==> src/rtl/dsf_pkg.sv <==
package dsf_pkg;

    // One cycle's accepted operations.
    typedef struct packed {
        logic push;
        logic pop;
    } xfer_t;

    // Occupancy class derived from the counter.
    typedef enum logic [1:0] {
        OCC_EMPTY = 2'd0,
        OCC_PART  = 2'd1,
        OCC_FULL  = 2'd2
    } occ_e;

    // True when v is even and lies within [lo, hi].
    function automatic logic even_in_range(int v, int lo, int hi);
        return (v % 2 == 0) && (v >= lo) && (v <= hi);
    endfunction

endpackage

==> src/rtl/dsf_src_mux.sv <==
module dsf_src_mux #(
    parameter int WORD_W = 8
) (
    input  logic              pick_b,
    input  logic [WORD_W-1:0] bus_a,
    input  logic [WORD_W-1:0] bus_b,
    output logic [WORD_W-1:0] chosen
);
    assign chosen = pick_b ? bus_b : bus_a;
endmodule

==> src/rtl/dsf_ctrl.sv <==
module dsf_ctrl
    import dsf_pkg::*;
#(
    parameter int DEPTH = 8,
    localparam int PTR_W = (DEPTH > 1) ? $clog2(DEPTH) : 1,
    localparam int CNT_W = PTR_W + 1
) (
    input  logic             clk,
    input  logic             rst,
    input  logic             push_req,
    input  logic             pop_req,
    output logic [PTR_W-1:0] wr_ptr,
    output logic [PTR_W-1:0] rd_ptr,
    output xfer_t            xfer,
    output logic             can_read,
    output logic             can_write
);
    localparam logic [PTR_W-1:0] LAST_SLOT = PTR_W'(DEPTH - 1);
    localparam logic [CNT_W-1:0] FULL_CNT  = CNT_W'(DEPTH);

    logic [CNT_W-1:0] fill_q;
    occ_e             occ;

    always_comb begin
        if (fill_q == '0)
            occ = OCC_EMPTY;
        else if (fill_q == FULL_CNT)
            occ = OCC_FULL;
        else
            occ = OCC_PART;
    end

    assign can_read  = (occ != OCC_EMPTY);
    assign can_write = (occ != OCC_FULL);

    // A pop frees a slot in the same cycle, so a full FIFO may accept a push
    // alongside an accepted pop. An empty FIFO never pops.
    assign xfer.pop  = pop_req & can_read;
    assign xfer.push = push_req & (can_write | xfer.pop);

    always_ff @(posedge clk) begin
        if (rst) begin
            wr_ptr <= '0;
            rd_ptr <= '0;
            fill_q <= '0;
        end else begin
            if (xfer.push)
                wr_ptr <= (wr_ptr == LAST_SLOT) ? '0 : wr_ptr + 1'b1;
            if (xfer.pop)
                rd_ptr <= (rd_ptr == LAST_SLOT) ? '0 : rd_ptr + 1'b1;
            case ({xfer.push, xfer.pop})
                2'b10:   fill_q <= fill_q + 1'b1;
                2'b01:   fill_q <= fill_q - 1'b1;
                default: fill_q <= fill_q;
            endcase
        end
    end
endmodule

==> src/rtl/dsf_store.sv <==
module dsf_store #(
    parameter int WORD_W = 8,
    parameter int DEPTH  = 8,
    localparam int PTR_W = (DEPTH > 1) ? $clog2(DEPTH) : 1
) (
    input  logic              clk,
    input  logic              wr_en,
    input  logic [PTR_W-1:0]  wr_addr,
    input  logic [WORD_W-1:0] wr_data,
    input  logic [PTR_W-1:0]  rd_addr,
    output logic [WORD_W-1:0] rd_data
);
    logic [DEPTH*WORD_W-1:0] flat;

    for (genvar g = 0; g < DEPTH; g++) begin : g_word
        logic [WORD_W-1:0] word_q;
        always_ff @(posedge clk) begin
            if (wr_en && (wr_addr == PTR_W'(g)))
                word_q <= wr_data;
        end
        assign flat[g*WORD_W +: WORD_W] = word_q;
    end

    always_comb begin
        rd_data = '0;
        for (int i = 0; i < DEPTH; i++) begin
            if (rd_addr == PTR_W'(i))
                rd_data = flat[i*WORD_W +: WORD_W];
        end
    end
endmodule

==> src/rtl/dual_src_fifo.sv <==
module dual_src_fifo
    import dsf_pkg::*;
#(
    parameter int WORD_W = 8,
    parameter int DEPTH  = 8
) (
    input  logic              clk,
    input  logic              rst,
    input  logic              pop_req,
    input  logic              push_req,
    output logic              pop_ok,
    output logic              push_ok,
    input  logic              bus_sel,
    input  logic [WORD_W-1:0] din_a,
    input  logic [WORD_W-1:0] din_b,
    output logic [WORD_W-1:0] dout
);
    localparam int PTR_W = (DEPTH > 1) ? $clog2(DEPTH) : 1;

    logic [PTR_W-1:0]  wr_ptr;
    logic [PTR_W-1:0]  rd_ptr;
    logic [WORD_W-1:0] wr_word;
    xfer_t             xfer;

    dsf_src_mux #(.WORD_W(WORD_W)) u_mux (
        .pick_b (bus_sel),
        .bus_a  (din_a),
        .bus_b  (din_b),
        .chosen (wr_word)
    );

    dsf_ctrl #(.DEPTH(DEPTH)) u_ctrl (
        .clk       (clk),
        .rst       (rst),
        .push_req  (push_req),
        .pop_req   (pop_req),
        .wr_ptr    (wr_ptr),
        .rd_ptr    (rd_ptr),
        .xfer      (xfer),
        .can_read  (pop_ok),
        .can_write (push_ok)
    );

    dsf_store #(.WORD_W(WORD_W), .DEPTH(DEPTH)) u_store (
        .clk     (clk),
        .wr_en   (xfer.push),
        .wr_addr (wr_ptr),
        .wr_data (wr_word),
        .rd_addr (rd_ptr),
        .rd_data (dout)
    );
endmodule

==> config.mk <==
export PLATFORM = sky130hd
export DESIGN_NAME = dual_src_fifo
export DESIGN_NICKNAME = d
export VERILOG_FILES = /design/src/rtl/dsf_pkg.sv /design/src/rtl/dsf_src_mux.sv /design/src/rtl/dsf_ctrl.sv /design/src/rtl/dsf_store.sv /design/src/rtl/dual_src_fifo.sv
export SDC_FILE = /design/constraint.sdc
export NUM_CORES = 1
export LEC_CHECK = 0
export BUFFER_PORTS_ARGS = -buffer_cell sky130_fd_sc_hd__buf_2
export CAP_MARGIN = 20
export CORE_ASPECT_RATIO = 1.75
export CORE_UTILIZATION = 40
export CTS_CLUSTER_SIZE = 12
export DETAILED_ROUTE_END_ITERATION = 8
export GPL_ROUTABILITY_DRIVEN = 0
export GPL_TIMING_DRIVEN = 0
export PLACE_DENSITY = 0.57
export SYNTH_ARGS = -nofsm -noshare
export SYNTH_HDL_FRONTEND = slang
export SYNTH_SLANG_ARGS = --single-unit
export TNS_END_PERCENT = 100
==> constraint.sdc <==
create_clock -name clk -period 6.3 [get_ports clk]
set_input_delay 0.315 -clock clk [delete_from_list [all_inputs] [get_ports clk]]
set_output_delay 0.315 -clock clk [all_outputs]
set_load 0.05 [all_outputs]
== Yosys cells after proc, flatten, opt, wreduce, memory -nomap -nowiden ==
Cells that the tools add are included.

* Word-level logic and storage cells: 63
* Register bits after elaboration: 74
* Input bits: 21
* Output and inout bits: 10

* $add $sub $neg: 4
* Equality and inequality tests: 18
* Multiplexer cells: 14
* Bitwise logic cells: 3
* Reduce and logical (&&, ||, !) cells: 13

{| class="wikitable"
|+ Operator list
! kind !! number
|-
| $mux W8 || 9
|-
| $eq A3 B3 Y1 const B || 8
|-
| $eq A3 B2 Y1 const B || 4
|-
| $logic_and A1 B1 Y1 || 8
|-
| $pmux W4 S2 || 1
|-
| $add A3 B1 Y3 const B || 2
|-
| $eq A3 B1 Y1 const B || 2
|-
| $logic_not A3 Y1 || 2
|-
| $mux W3 || 2
|-
| $add A4 B1 Y4 const B || 1
|-
| $eq A4 B4 Y1 const B || 1
|-
| $logic_not A4 Y1 || 1
|-
| $mux W2 || 2
|-
| $reduce_bool A2 Y1 || 2
|-
| $sub A4 B1 Y4 const B || 1
|-
| $and A1 B1 Y1 || 2
|-
| $eq A2 B1 Y1 const B || 1
|-
| $eq A2 B2 Y1 const B || 1
|-
| $ne A2 B2 Y1 const B || 1
|-
| $or A1 B1 Y1 || 1
|}

== Logic depth before layout (Yosys ltp) ==
Gate-level depths: netlist of run 1.

* Depth in word-level cells: 9
* Gate-level depth with buffers: 10
* Mapped depth without buffers: 10

== Hierarchy ==
A second synthesis of run 1 with hierarchy kept.

* Cell total of the unflattened synthesis: 187
* Area total of the unflattened synthesis: 3318.2 µm²

{| class="wikitable"
|+ Modules (own cells, without submodules)
! module !! sequential area each (µm²) !! area an instance (µm²) !! cells each !! times used
|-
| dsf_store || 1921.8 || 2531.2 || 106 || 1
|-
| dsf_ctrl || 200.2 || 655.6 || 72 || 1
|-
| dsf_src_mux || 0.0 || 131.4 || 9 || 1
|}

== Worst setup path before layout of run 1 ==
OpenSTA, ideal clock, no wires.

* Path type: reg-to-output
* Start: register u_ctrl.rd_ptr[2]
* End: output port dout[6]
* Slack: 3.610 ns
* Arrival time: 2.375 ns
* Buffers on the path: 2
* Required time: 5.985 ns
* Stages on the path, launching flop included: 9
* Path through: dfxtp_1 > clkbuf_1 > inv_2 > ha_1 > clkbuf_1 > nor2b_1 > a2111oi_0 > o22ai_1 > a21oi_1

* Word-level cells in the longest chain between the ends: 9
* Elaborated cells between the ends (all ways): 16
* Those cells by class: 7 x eq/ne; 8 x mux; 1 x reduce/logical

{| class="wikitable"
|+ Ends and longest elaborated chain
! what !! line !! RTL
|-
| start, declared || dsf_ctrl.sv:13 || <nowiki>output logic [PTR_W-1:0] rd_ptr,</nowiki>
|-
| start signal, assigned || dsf_ctrl.sv:50 || <nowiki>rd_ptr <= (rd_ptr == LAST_SLOT) ? '0 : rd_ptr + 1'b1;</nowiki>
|-
| $logic_not A3 Y1 || dsf_store.sv:27 || <nowiki>if (rd_addr == PTR_W'(i))</nowiki>
|-
| $mux W8 (7 in a row) || dsf_store.sv:27 ||
|-
| $mux W8 (*) || dsf_store.sv:27 ||
|-
| end, declared || dual_src_fifo.sv:16 || <nowiki>output logic [WORD_W-1:0] dout</nowiki>
|}

Mark *: on every way between the ends. The rest lies on a longest branch, timed or not.

== Worst setup path after layout of run 1 ==
Same ends and word-level chain as after synthesis.

==> qor.yml, run 1 <==
status: "completed"
slew_headroom: 0.552
synth_edf_count: 64
ant_nets: 0
swShare: 0.410
die_area_mm2: 0.00916
min_path_type: "input port to register"
post-dp-hpwl_mm: 5.74
end_kind: "primary output"
fmaxAchievable_ghz: 0.323
grt_pass1_wl_mm: 12.4
synth_top_area_cell: "edfxtp_1"
finalSetupViolations: 0
drive_gt1_frac: 0.190
ys_types: 39
pwr_density_cell_mw_per_mm2: 458
clkSinkCount: 74
drt_first_pass_iters: 4
crit_fanout: 10
numCtsBuffers: 9
portBuffers: 28
vias: 2395
async_reset_ff_frac: 0
grt_max_degree: 13
worstPathRequired_ns: 5.98
clockBufferDepth: 2
start_util: 0.416
hold_viol_final: 0
syn_area_per_cell_um2: 12.2
vdd_drop_max_mv: 0.257
drv_cap: 0
core_mm2: 0.00842
io_pins: 31
yosysTopAreaCellShare: 0.548
fin_tns_setup_ns: 0
cts-root-buf: "clkbuf_16"
leakagePower_nw: 1.49
worstSetupStartpointType: "register"
fin_crit_ns: 3.10
ys_ff_latch: 74
yosys_warnings: 0
antenna_found_initial: 0
final_nets: 364
p_int_mw: 1.10
vias_per_cell: 5.36
seqPwrFrac: 0.318
slew_violations: 0
grt_pass1_vias: 2455
num_rows: 44
synthCells: 288
postCtsSetupBuffers: 0
clk_latency_ns: 0.33
finalCritPeriodShare: 0.491
stdcell_count: 447
criticalPathCategory: "register to primary output"
die_y_um: 126
pwr-share-clk: 0.261
die_w_um: 72.8
clk_pin_slew_ns: 0.05
post_cts_resized: 0
placed_cells: 431
rsz0062_at_grt: "false"
synth_nets: 325
cts_tree: "built"
worst-slew-pin-transition_ns: 0.663
comb_power_share: 0.421
drt_iter0_drc: 132
yosys-top-cells-area: "edfxtp_1, dfxtp_1, ha_1"
grt.overflow.total: 0
ys_seq_area_frac: 0.605
finalClockSkew_ns: 0.00484
area_growth_pct: 16.3
cts-htree-levels: 3
switchingPower_uw: 766
postCtsHoldBufs: 0
synth_top_flop_cell: "edfxtp_1"
track_usage: 0.192
fillers: 778
n_antenna_cell: 0
finalWirelength_mm: 7.91
hold_ws_ns: 0.395
syn_area_mm2: 0.00351
post_drt_wl_per_cell_um: 17.7
drc: 0
crit_arrival_ns: 2.78
-- final cells by class --
type                       count  area (um^2)  share of cell area
buffer                        20         82.6              0.0203
tap                          115          144              0.0353
clock inverter                 6         57.6              0.0141
inverter                      26         97.6              0.0239
timing repair buffer          28          140              0.0344
multi-input combinational    168         1200               0.295
clock buffer                  10          229              0.0562
sequential                    74         2120               0.521
-- through the flow --
| step | area [um^2] | utilization | worst slack [ns] | power [mW] |
|---|---|---|---|---|
| 6_report | 4080 | 0.484 | 3.20 | 1.87 |
| 2_1_floorplan | 3510 | - | 3.61 | 1.18 |
| 4_1_cts | 4080 | 0.484 | 3.16 | 1.88 |
| 3_5_place_dp | 3790 | 0.450 | 3.48 | 1.39 |
| 3_3_place_gp | 3790 | 0.450 | 3.50 | 1.38 |
| 5_1_grt | 4080 | 0.484 | 3.00 | 1.96 |
-- sequential cells by signal (all words and copies together), names as in the netlist --
signal / cells
u_ctrl.rd_ptr: 3
u_ctrl.wr_ptr: 3
u_store.g_word.word_q: 64
u_ctrl.fill_q: 4
-- cells in the final DEF (no fill, tap or decap), drive strengths merged, types with 2 or more instances in the layout --
master	instances
clkinv	3
ha	15
nor2b	10
a211oi	9
a221o	7
buf	31
o21bai	7
and3	7
a22o	7
edfxtp	64
mux2	8
inv	26
o21ai	14
a21oi	27
nor2	22
a32oi	7
clkinvlp	2
and2	2
nand3b	2
dfxtp	10
xor2	2
or4	2
nand2	7
o22ai	2
clkbuf	27
-- power by group through the flow --
| stage | Sequential (mW) | Combinational [mW] | Clock [mW] |
|---|---|---|---|
| floorplan | 0.598 | 0.587 | 0 |
| global placement | 0.604 | 0.781 | 0 |
| detailed placement | 0.605 | 0.786 | 0 |
| CTS | 0.595 | 0.790 | 0.494 |
| global route | 0.599 | 0.847 | 0.514 |
| finish | 0.595 | 0.787 | 0.487 |
-- worst paths after layout --
| check | from | end | slack [ns] | cells past startpoint |
|---|---|---|---|---|
| worst max-delay path | u_ctrl.rd_ptr[2] | dout[6] | 3.20 | 9 |
| worst min-delay path | rst | u_ctrl.rd_ptr[0] | 0.40 | 2 |
| worst max register to register | u_ctrl.fill_q[0] | u_ctrl.fill_q[3] | 3.47 | 8 |
| worst min register to register | u_ctrl.wr_ptr[1] | u_ctrl.wr_ptr[1] | 0.50 | 2 |
-- worst max-delay path: stages (launching register included) --
cell and delay (ns):
dfxtp_1 0.33, clkbuf_1 0.32, inv_2 0.19, ha_1 0.24, clkbuf_1 0.23, nor2b_1 0.20
a2111oi_0 0.33, o22ai_1 0.16, a21oi_1 0.16, buf_2 0.28
-- kinds of logic after synthesis --
logic type,count (synthesis),share of synthesized area
AOI/OAI and AO/OA,85,0.167
xor gates and xnor gates,2,0.00500
adders and majority gates,16,0.0592
buffers and inverters,46,0.0514
DFF,74,0.605
muxes,8,0.0257
and+or+nand+nor,57,0.0867
-- routing by layer --
layer	part of all wire	routed length, um	track usage
met1	0.34	2650	0.180
met2	0.58	4600	0.353
met3	0.029	231	0.0472
met4	0.054	430	0.130
met5	0	0	0
-- cells in the mapped netlist (2+ instances only) --
library cell,count
a22o_1,7
xor2_1,2
nand2_1,7
and3_1,2
a211oi_1,8
a221o_1,7
buf_1,2
nand3b_1,2
dfxtp_1,10
a32oi_1,7
o21ai_0,14
and2_2,2
clkbuf_1,17
o21bai_1,7
edfxtp_1,64
nor2b_1,10
and3_2,5
nor2_1,22
a21oi_1,27
ha_1,15
inv_1,25
o22ai_1,2
mux2_2,8
(Power assumes the default switching activity.)
==> run 2, diff against run 1 <==
--- a/config.mk
+++ b/config.mk
@@ -5,6 +5,7 @@
 export SDC_FILE = /design/constraint.sdc
 export NUM_CORES = 1
 export LEC_CHECK = 0
+export ABC_AREA = 1
 export BUFFER_PORTS_ARGS = -buffer_cell sky130_fd_sc_hd__buf_2
 export CAP_MARGIN = 20
 export CORE_ASPECT_RATIO = 1.75
==> constraint.sdc (replaced) <==
create_clock -name clk -period 3.1 [get_ports clk]
set_input_delay 0.155 -clock clk [delete_from_list [all_inputs] [get_ports clk]]
set_output_delay 0.155 -clock clk [all_outputs]
set_load 0.05 [all_outputs]
==> qor.yml, run 2 <==
clkSinkCount: 74
drv_cap: 0
ys_types: 24
final_nets: 438
worst-slew-pin-transition_ns: 1.04
ys_ff_latch: 74
fin_tns_setup_ns: 0
cts_tree: "built"
track_usage: 0.176
top_register: "u_store.g_word.word_q"
finalClockSkew_ns: 0.00398
synth_common_cells: "nand2_1, edfxtp_1, nor2_1"
synth_top_flop_cell: "edfxtp_1"
finalCritPeriodShare: 0.802
vias: 2479
fillers: 797
async_reset_ff_frac: 0
design_area_mm2: 0.00414
syn_area_mm2: 0.00353
postCtsSetupBuffers: 0
slew_violations: 0
synth_edf_count: 64
synthMuxAreaShare: 0.0255
numCtsBuffers: 9
crit_fanout: 8
min_path_type: "input port to register"
clk_pin_slew_ns: 0.05
drive_gt1_frac: 0.190
worstPathRequired_ns: 2.94
clk_latency_ns: 0.33
die_area_mm2: 0.00922
synthCells: 356
n_antenna_cell: 0
num_rows: 45
drt_iter0_drc: 98
antenna_found_initial: 0
io_pins: 31
fin_util: 0.481
synth_compound_area_frac: 0.0291
criticalPathCategory: "register to primary output"
grt_max_degree: 13
die_y_um: 126
slew_headroom: 0.302
stdcell_count: 523
leakagePower_nw: 1.78
cts-htree-levels: 3
multi_input_area_mm2: 0.00118
core_mm2: 0.00861
layout_common_cells: "nand2_1, edfxtp_1, nor2_1"
hold_depth: 2
synth-adder-area-share: 0.0588
cts-root-buf: "clkbuf_16"
finalWirelength_mm: 7.25
rsz0062_at_grt: "false"
synth_top_area_cell: "edfxtp_1"
grt_pass1_vias: 2448
vdd_drop_max_mv: 0.669
post-dp-hpwl_mm: 5.48
largest_reg_flops: 64
post_drt_wl_per_cell_um: 13.9
crit_arrival_ns: 2.33
fmaxAchievable_ghz: 0.402
worstSetupStartpointType: "register"
synth_top_family_by_area: "simple AND/OR/NAND/NOR gates"
grt_pass1_wl_mm: 11.6
clockBufferDepth: 2
grt.overflow.total: 0
syn_area_per_cell_um2: 9.92
portBuffers: 29
reg_top3: "u_store.g_word.word_q: 64 flops, u_ctrl.fill_q: 4 flops"
ant_nets: 0
synthSimpleGateAreaFrac: 0.218
reg2reg_depth: 14
seqCellArea_mm2: 0.00212
layout_commonest_cell: "nand2_1"
vias_per_cell: 4.74
start_util: 0.410
fin_crit_ns: 2.49
synth_xor_area_frac: 0.00248
yosys_warnings: 0
finalSetupViolations: 0
yosys-top-cells-area: "edfxtp_1, nand2_1, dfxtp_1"
pwr_density_cell_mw_per_mm2: 909
synth.most_common_cell: "nand2_1"
end_kind: "primary output"
yosysTopAreaCellShare: 0.544
post_cts_resized: 0
drc: 0
placed_area_mm2: 0.00384
synth_nets: 393
placed_cells: 505
area_growth_pct: 17.3
ys_seq_area_frac: 0.601
postCtsHoldBufs: 0
hold_viol_final: 0
drt_first_pass_iters: 6
die_w_um: 73.0
status: "completed"
run 2: layout make-up:
type | count | area share
Inverter | 43 | 0.0390
Clock buffer | 11 | 0.0562
Tap cell | 117 | 0.0353
Multi-Input combinational cell | 230 | 0.284
Sequential cell | 74 | 0.512
Clock inverter | 5 | 0.0133
Timing Repair Buffer | 34 | 0.0429
Buffer | 9 | 0.0169
run 2: logic make-up after synthesis:
family          Yosys count
compound gates           20
buf+inv                  52
xor+xnor                  1
simple gates            185
flops                    74
fa+ha+maj                16
mux                       8
run 2: critical path: stages, from the launching register on:
cell     delay, ns
dfxtp_1       0.33
inv_1         0.09
ha_1          0.24
inv_2         0.13
nor2_2        0.32
nand2_1       0.09
nand3_1       0.10
nand3_1       0.10
nand2_1       0.09
nand2_1       0.06
nand2_1       0.06
nand2_1       0.06
nand2_1       0.06
buf_2         0.25
run 2: per-layer routing:
metal	global-route usage	part of all wire	vias up
met3	0.0408	0.030	24
met2	0.326	0.57	51
met1	0.169	0.35	1158
met5	0	0	-
met4	0.106	0.044	0
li1	-	-	1246
run 2: stage by stage:
stage                     worst slack, ns  hold WS, ns  total power [mW]
after floorplan                     0.498        0.233              2.41
after global placement              0.527        0.397              2.78
after detailed placement            0.650        0.398              2.81
after CTS                           0.594       0.0444              3.82
after global routing                0.334       0.0462              4.00
final                               0.614       0.0477              3.77
run 2: worst paths after layout:
check	end	slack, ns	startpoint
hold / removal	u_ctrl.wr_ptr[0]	0.05	rst
setup / recovery	dout[2]	0.61	u_ctrl.rd_ptr[1]
setup reg to reg	u_ctrl.fill_q[3]	0.66	u_ctrl.fill_q[0]
hold reg to reg	u_ctrl.rd_ptr[1]	0.53	u_ctrl.rd_ptr[1]
run 2: power by group:
part           total [mW]  switching, mW  internal (mW)
Combinational        1.54           1.12          0.421
Clock                1.00          0.381          0.620
Sequential           1.23         0.0495           1.18
Total                3.77           1.55           2.22
